==> config.mk <==
export PLATFORM = sky130hd
export DESIGN_NAME = cfg_lock_regs
export DESIGN_NICKNAME = d
export VERILOG_FILES = /design/src/rtl/cfg_lock_pkg.sv /design/src/rtl/cfg_lock_decode.sv /design/src/rtl/cfg_lock_gate.sv /design/src/rtl/cfg_lock_protsel.sv /design/src/rtl/cfg_lock_regs.sv
export SDC_FILE = /design/constraint.sdc
export NUM_CORES = 1
export LEC_CHECK = 0
export ABC_AREA = 0
export CORE_MARGIN = 5
export CORE_UTILIZATION = 30
export DETAILED_ROUTE_END_ITERATION = 6
export PLACE_DENSITY = 0.61
export SYNTH_ARGS = -nofsm -noshare
export SYNTH_HDL_FRONTEND = slang
export SYNTH_HIERARCHICAL = 1
export SYNTH_SLANG_ARGS = --single-unit
==> constraint.sdc <==
create_clock -name clk -period 3.6 [get_ports clk]
set_clock_uncertainty 0.15 [all_clocks]
set_input_delay 0.72 -clock clk [delete_from_list [all_inputs] [get_ports clk]]
set_output_delay 0.72 -clock clk [all_outputs]
set_load 0.02 [all_outputs]
==> src/rtl/cfg_lock_pkg.sv <==
package cfg_lock_pkg;
   localparam int OFS_W = 8;
   localparam logic [OFS_W-1:0] OFS_ID0  = 8'h00;
   localparam logic [OFS_W-1:0] OFS_ID3  = 8'h03;
   localparam logic [OFS_W-1:0] OFS_REV  = 8'h04;
   localparam logic [OFS_W-1:0] OFS_SCR  = 8'h05;
   localparam logic [OFS_W-1:0] OFS_LKH  = 8'h06;
   localparam logic [OFS_W-1:0] OFS_LKL  = 8'h07;
   localparam logic [OFS_W-1:0] OFS_PROT = 8'h08;
   localparam logic [OFS_W-1:0] OFS_ERR  = 8'h09;
   localparam logic [OFS_W-1:0] OFS_SRST = 8'h0A;
   localparam logic [15:0]      LOCK_KEY = 16'h0580;

   function automatic logic is_guarded(input logic [OFS_W-1:0] ofs);
      return (ofs <= OFS_REV) || (ofs == OFS_PROT) || (ofs == OFS_SRST);
   endfunction
endpackage

==> src/rtl/cfg_lock_decode.sv <==
module cfg_lock_decode #(
   parameter int          ADDR_W = 18,
   parameter int          OFS_W  = 8,
   parameter logic [31:0] BASE   = 32'h30000
) (
   input  logic [ADDR_W-1:0] addr,
   output logic              hit,
   output logic [OFS_W-1:0]  ofs
);
   localparam int HI_W = ADDR_W - OFS_W;
   localparam logic [HI_W-1:0] BASE_HI = BASE[ADDR_W-1:OFS_W];

   initial begin
      if (ADDR_W <= OFS_W) $error("ADDR_W must exceed OFS_W");
      if (BASE[OFS_W-1:0] != '0) $error("BASE must be window aligned");
   end

   assign hit = (addr[ADDR_W-1:OFS_W] == BASE_HI);
   assign ofs = addr[OFS_W-1:0];
endmodule

==> src/rtl/cfg_lock_gate.sv <==
module cfg_lock_gate
   import cfg_lock_pkg::*;
#(
   parameter int DW = 8
) (
   input  logic             clk,
   input  logic             rst_n,
   input  logic             wr_hit,
   input  logic [OFS_W-1:0] ofs,
   input  logic [DW-1:0]    wdata,
   output logic [15:0]      lock_q,
   output logic             err_q,
   output logic             grant,
   output logic             srst
);
   logic perm, guarded, refuse, err_clr;

   initial if (DW != 8) $error("gate expects an 8-bit data path");

   assign perm    = (lock_q == LOCK_KEY);
   assign guarded = is_guarded(ofs);
   assign grant   = wr_hit && guarded && perm;
   assign refuse  = wr_hit && guarded && !perm;
   assign srst    = grant && (ofs == OFS_SRST) && wdata[0];
   assign err_clr = wr_hit && (ofs == OFS_ERR) && wdata[0];

   always_ff @(posedge clk) begin
      if (!rst_n || srst) begin
         lock_q <= '0;
      end else if (wr_hit && ofs == OFS_LKH) begin
         lock_q[15:8] <= wdata;
      end else if (wr_hit && ofs == OFS_LKL) begin
         lock_q[7:0] <= wdata;
      end
   end

   always_ff @(posedge clk) begin
      if (!rst_n || srst)   err_q <= 1'b0;
      else if (refuse)      err_q <= 1'b1;
      else if (err_clr)     err_q <= 1'b0;
   end

   a_r5_refused_sets_err: assert property (@(posedge clk) disable iff (!rst_n)
      (wr_hit && guarded && lock_q != LOCK_KEY) |=> err_q);
   a_r5_refused_keeps_lock: assert property (@(posedge clk) disable iff (!rst_n)
      (wr_hit && guarded && lock_q != LOCK_KEY) |=> $stable(lock_q));
   a_r6_err_clear: assert property (@(posedge clk) disable iff (!rst_n)
      (wr_hit && ofs == OFS_ERR && wdata[0]) |=> !err_q);
   a_r6_err_sticky: assert property (@(posedge clk) disable iff (!rst_n)
      (err_q && !wr_hit) |=> err_q);
   a_r7_srst_relocks: assert property (@(posedge clk) disable iff (!rst_n)
      srst |=> (lock_q == 16'h0000 && !err_q));
endmodule

==> src/rtl/cfg_lock_protsel.sv <==
module cfg_lock_protsel #(
   parameter int NCH    = 4,
   parameter int DW     = 8,
   parameter int EN_BIT = 7
) (
   input  logic           clk,
   input  logic           rst_n,
   input  logic           srst,
   input  logic           ctrl_we,
   input  logic [DW-1:0]  wdata,
   input  logic [NCH-1:0] sel_pin,
   output logic [DW-1:0]  ctrl_q,
   output logic [NCH-1:0] lane_prot
);
   localparam logic [DW-1:0] KEEP_MASK = DW'((1 << NCH) - 1) | DW'(1 << EN_BIT);

   initial begin
      if (NCH < 1 || NCH >= EN_BIT) $error("NCH must lie below EN_BIT");
      if (EN_BIT >= DW) $error("EN_BIT outside data path");
   end

   always_ff @(posedge clk) begin
      if (!rst_n || srst) ctrl_q <= '0;
      else if (ctrl_we)   ctrl_q <= wdata & KEEP_MASK;
   end

   for (genvar i = 0; i < NCH; i++) begin : g_lane
      always_comb begin
         if (ctrl_q[EN_BIT]) lane_prot[i] = ctrl_q[i];
         else                lane_prot[i] = sel_pin[i];
      end
   end

   a_r8_unused_zero: assert property (@(posedge clk) disable iff (!rst_n)
      ctrl_we |=> ((ctrl_q & ~KEEP_MASK) == '0));
   a_r7_srst_ctrl: assert property (@(posedge clk) disable iff (!rst_n)
      srst |=> (ctrl_q == '0));
endmodule

==> src/rtl/cfg_lock_regs.sv <==
module cfg_lock_regs
   import cfg_lock_pkg::*;
#(
   parameter int          ADDR_W = 18,
   parameter logic [31:0] BASE   = 32'h30000,
   parameter int          NCH    = 4,
   parameter logic [31:0] DEV_ID = 32'hA5C3_1E07,
   parameter logic [7:0]  REV    = 8'h12
) (
   input  logic              clk,
   input  logic              rst_n,
   input  logic [ADDR_W-1:0] bus_addr,
   input  logic              bus_wr,
   input  logic              bus_rd,
   input  logic [7:0]        bus_wdata,
   input  logic              bus_wpar,
   output logic [7:0]        bus_rdata,
   output logic              bus_rpar,
   input  logic [NCH-1:0]    lane_sel_pin,
   output logic [NCH-1:0]    lane_prot,
   output logic              wr_err
);
   localparam int DW = 8;

   logic             hit, wr_hit, grant, srst, err_q;
   logic [OFS_W-1:0] ofs;
   logic [15:0]      lock_q;
   logic [DW-1:0]    ctrl_q, scratch_q, rd_mux;
   logic             unused_par;

   assign unused_par = bus_wpar;

   cfg_lock_decode #(.ADDR_W(ADDR_W), .OFS_W(OFS_W), .BASE(BASE)) u_dec (
      .addr(bus_addr), .hit(hit), .ofs(ofs));

   assign wr_hit = bus_wr && hit;

   cfg_lock_gate #(.DW(DW)) u_gate (
      .clk(clk), .rst_n(rst_n), .wr_hit(wr_hit), .ofs(ofs), .wdata(bus_wdata),
      .lock_q(lock_q), .err_q(err_q), .grant(grant), .srst(srst));

   cfg_lock_protsel #(.NCH(NCH), .DW(DW), .EN_BIT(7)) u_prot (
      .clk(clk), .rst_n(rst_n), .srst(srst),
      .ctrl_we(grant && ofs == OFS_PROT), .wdata(bus_wdata),
      .sel_pin(lane_sel_pin), .ctrl_q(ctrl_q), .lane_prot(lane_prot));

   always_ff @(posedge clk) begin
      if (!rst_n)                       scratch_q <= '0;
      else if (wr_hit && ofs == OFS_SCR) scratch_q <= bus_wdata;
   end

   always_comb begin
      case (ofs)
         8'h00:    rd_mux = DEV_ID[31:24];
         8'h01:    rd_mux = DEV_ID[23:16];
         8'h02:    rd_mux = DEV_ID[15:8];
         OFS_ID3:  rd_mux = DEV_ID[7:0];
         OFS_REV:  rd_mux = REV;
         OFS_SCR:  rd_mux = scratch_q;
         OFS_LKH:  rd_mux = lock_q[15:8];
         OFS_LKL:  rd_mux = lock_q[7:0];
         OFS_PROT: rd_mux = ctrl_q;
         OFS_ERR:  rd_mux = {7'b0, err_q};
         default:  rd_mux = '0;
      endcase
   end

   always_ff @(posedge clk) begin
      if (!rst_n)      bus_rdata <= '0;
      else if (bus_rd) bus_rdata <= hit ? rd_mux : '0;
   end

   assign bus_rpar = 1'b0;
   assign wr_err   = err_q;

   a_r11_outside_reads_zero: assert property (@(posedge clk) disable iff (!rst_n)
      (bus_rd && !hit) |=> (bus_rdata == 8'h00));
   a_r4_scratch_free: assert property (@(posedge clk) disable iff (!rst_n)
      (bus_wr && hit && ofs == OFS_SCR) |=> (scratch_q == $past(bus_wdata)));
   a_r5_ctrl_held: assert property (@(posedge clk) disable iff (!rst_n)
      (bus_wr && hit && ofs == OFS_PROT && lock_q != LOCK_KEY) |=> $stable(ctrl_q));
   a_r7_srst_keeps_scratch: assert property (@(posedge clk) disable iff (!rst_n)
      srst |=> $stable(scratch_q));
   a_r1_outside_write_inert: assert property (@(posedge clk) disable iff (!rst_n)
      (bus_wr && !hit) |=> ($stable(lock_q) && $stable(ctrl_q) && $stable(scratch_q)));
endmodule

==> key figures <==
Status
  • Outcome: finished, final reports clean

Die
  • DIE AREA: 0.00935 mm^2
  • Core area: 0.00729 mm^2
  • Placement row count: 31
  • Die Ht: 96.7 um
  • Initial Util: 0.309
  • Die W: 96.7 um
  • Io pins: 49

Synthesis
  • Warnings, synthesis: 6
  • Post-synth top cells: dfxtp_1, mux2i_1, nor2_1
  • Largest cells by area after synthesis: dfxtp_1, mux2i_1, buf_4
  • Post-Syn Area: 0.00225 mm^2
  • Mean post-synth cell area: 9.63 um^2
  • Synth async-reset ratio: 0
  • EDFF count, synth: 0
  • Sequential share of the synthesized area: 0.338
  • Area leader, netlist: dfxtp_1
  • Top-count cell post-synth: dfxtp_1
  • Cells after synthesis: 234
  • Top-area cell type share of the netlist area: 0.338
  • Synth unique cells: 61
  • Ys flop type: dfxtp_1
  • #FFs+latches synth: 38

Routing
  • Starting DRT DRC Count: 65
  • Vias: 1897
  • Vias per std cell: 5.01
  • WL final: 5890 um
  • Routed WL per cell: 15.5 um
  • # DRC: 0
  • Final ANT Viol Nets: 0
  • Drt pass-1 iters: 4

Setup path
  • Reg2reg path depth: 6
  • Critical path startpoint category: input pin
  • Crit. End Element: flop
  • Setup crit start: bus_addr[9]
  • Worst path arrival time: 3.19 ns
  • Type of the worst setup path: in -> reg
  • Req. time, crit path: 3.63 ns
  • Worst r2r src: u_gate/lock_q[12]
  • Crit Path Max Fanout: 5

Place
  • Routability cong.: 0.852
  • PortBufs: 46
  • Detailed-placement wirelength estimate: 4650 um
  • Number of cells after detailed placement: 371

Finish
  • Final non-filler cell total: 379
  • Fin nets: 314
  • # diodes: 0
  • Sequential Area: 761 um^2
  • Multi-input gate area: 0.00133 mm^2
  • Area grow syn2layout: 29.2%
  • Final core occ: 0.399
  • Share of cells above drive strength 1: 0.179
  • Total of fill cells in the finished design: 759

GRT
  • GRT Overall Usage: 0.127
  • First-pass GRT wire length: 9680 um
  • Total congestion overflow: 0
  • Initial antenna violation count: 0
  • Pin count of the biggest net entering global routing: 17
  • Vias in the first global route: 1893

STA
  • Final Cycle Share: 0.878
  • Final Max Slew Viols: 0
  • RSZ-0062 raised after global routing: false
  • Max_slew headroom: 0.660
  • Least-Margin Pin Slew: 0.509 ns
  • Final Setup Violations: 0
  • Final hold violations: 0
  • Setup TNS: 0 ns
  • Fmax: 316 MHz
  • Fin crit period: 3.16 ns

Power
  • Final Total Pwr: 840 uW
  • Comb power frac: 0.140
  • Sequential share of power: 0.500
  • Clock share of power: 0.360
  • Sw Share: 0.244
  • P_int: 635 uW
  • Maximum VDD drop: 115 uV
  • PwrDens: 289 mW/mm^2
  • Switch Pwr: 205 uW
  • Lkg Pwr: 1.10 nW

Hold path
  • Tightest Hold Check Type: reg -> reg
  • Hold path cells: 2
  • Worst hold start: bus_rdata[3]

Clocking
  • TritonCTS clock tree: built
  • Sink Count: 38
  • H-tree level count: 2
  • Root Buffer Master: clkbuf_8
  • Clock transition at path regs: 0.07 ns
  • Clock Tree Buf Depth: 2
  • Cts bufs inserted: 5
  • CTS resizes: 0
  • Setup Buffers After CTS: 0
  • # hold bufs at CTS: 0
  • Clock Latency Late Sink: 0.29 ns

Run
  • Max cap viols: 0
## sequential cells by signal (all words and copies together) (netlist names)
signal	flops
scratch_q	8
u_gate/lock_q	16
u_gate/err_q	1
bus_rdata	8
u_prot/ctrl_q	5
## power groups by stage
stage               sequential, mW  clock [mW]  combinational [mW]
floorplan                    0.430           0              0.0633
global placement             0.430           0               0.117
detailed placement           0.430           0               0.118
CTS                          0.420       0.309               0.118
global route                 0.420       0.323               0.127
finish                       0.420       0.302               0.117
## final cells by class
type,instances,area share
inverters,6,0.00774
well taps,99,0.0426
clock inverters,1,0.00172
repair buffers,59,0.200
multi-input cells,169,0.457
clock buffers,7,0.0297
flip-flops and latches,38,0.261
## layer usage
metal,track usage,up-vias,part of all wire
li1,-,934,-
met1,0.160,903,0.46
met2,0.204,53,0.46
met3,0.0403,7,0.065
met4,0.0410,0,0.013
met5,0,-,0
## cell usage in the layout (no fill, tap or decap), types with 3 or more instances in the layout
master / instances
a21oi_1: 7
buf_4: 11
clkbuf_8: 6
clkdlybuf4s50_1: 46
conb_1: 4
dfxtp_1: 38
inv_1: 6
mux2_2: 6
mux2i_1: 30
nand2_1: 7
nand2b_1: 5
nand3b_1: 3
nor2_1: 17
nor2_2: 10
nor2b_1: 15
nor4b_2: 3
o21ai_0: 7
## metrics by stage
step,instance area (um^2),setup WS (ns),hold WS (ns)
3_3_place_gp,2820,0.142,0.287
2_1_floorplan,2260,0.569,0.319
3_5_place_dp,2820,0.118,0.308
4_1_cts,2910,0.409,0.325
6_report,2910,0.440,0.317
5_1_grt,2910,0.281,0.353
## worst max-delay path: stages
cell,delay [ns]
clkdlybuf4s50_1,0.39
or4_1,0.53
nor4_2,0.19
and2_1,0.19
nor4b_4,0.28
o211ai_4,0.15
nor2_1,0.10
and3_1,0.35
mux2i_1,0.23
nor2_1,0.06
## cells by family (layout without fill, tap and decap cells)
group / Yosys count / after routing / share of synthesized area
muxes: 36 / 36 / 0.163
AOI/OAI and AO/OA: 40 / 40 / 0.144
buffers and inverters: 29 / 73 / 0.0761
xor gates and xnor gates: 1 / 1 / 0.00389
other: 2 / 4 / 0.00333
DFF: 38 / 38 / 0.338
and+or+nand+nor: 88 / 88 / 0.272
## worst paths after layout
path / slack [ns] / to
max: 0.44 / u_prot/ctrl_q[3]
min: 0.32 / bus_rdata[3]
max reg2reg: 1.66 / u_prot/ctrl_q[3]
min reg2reg: 0.32 / bus_rdata[3]
(Power assumes the default switching activity.)
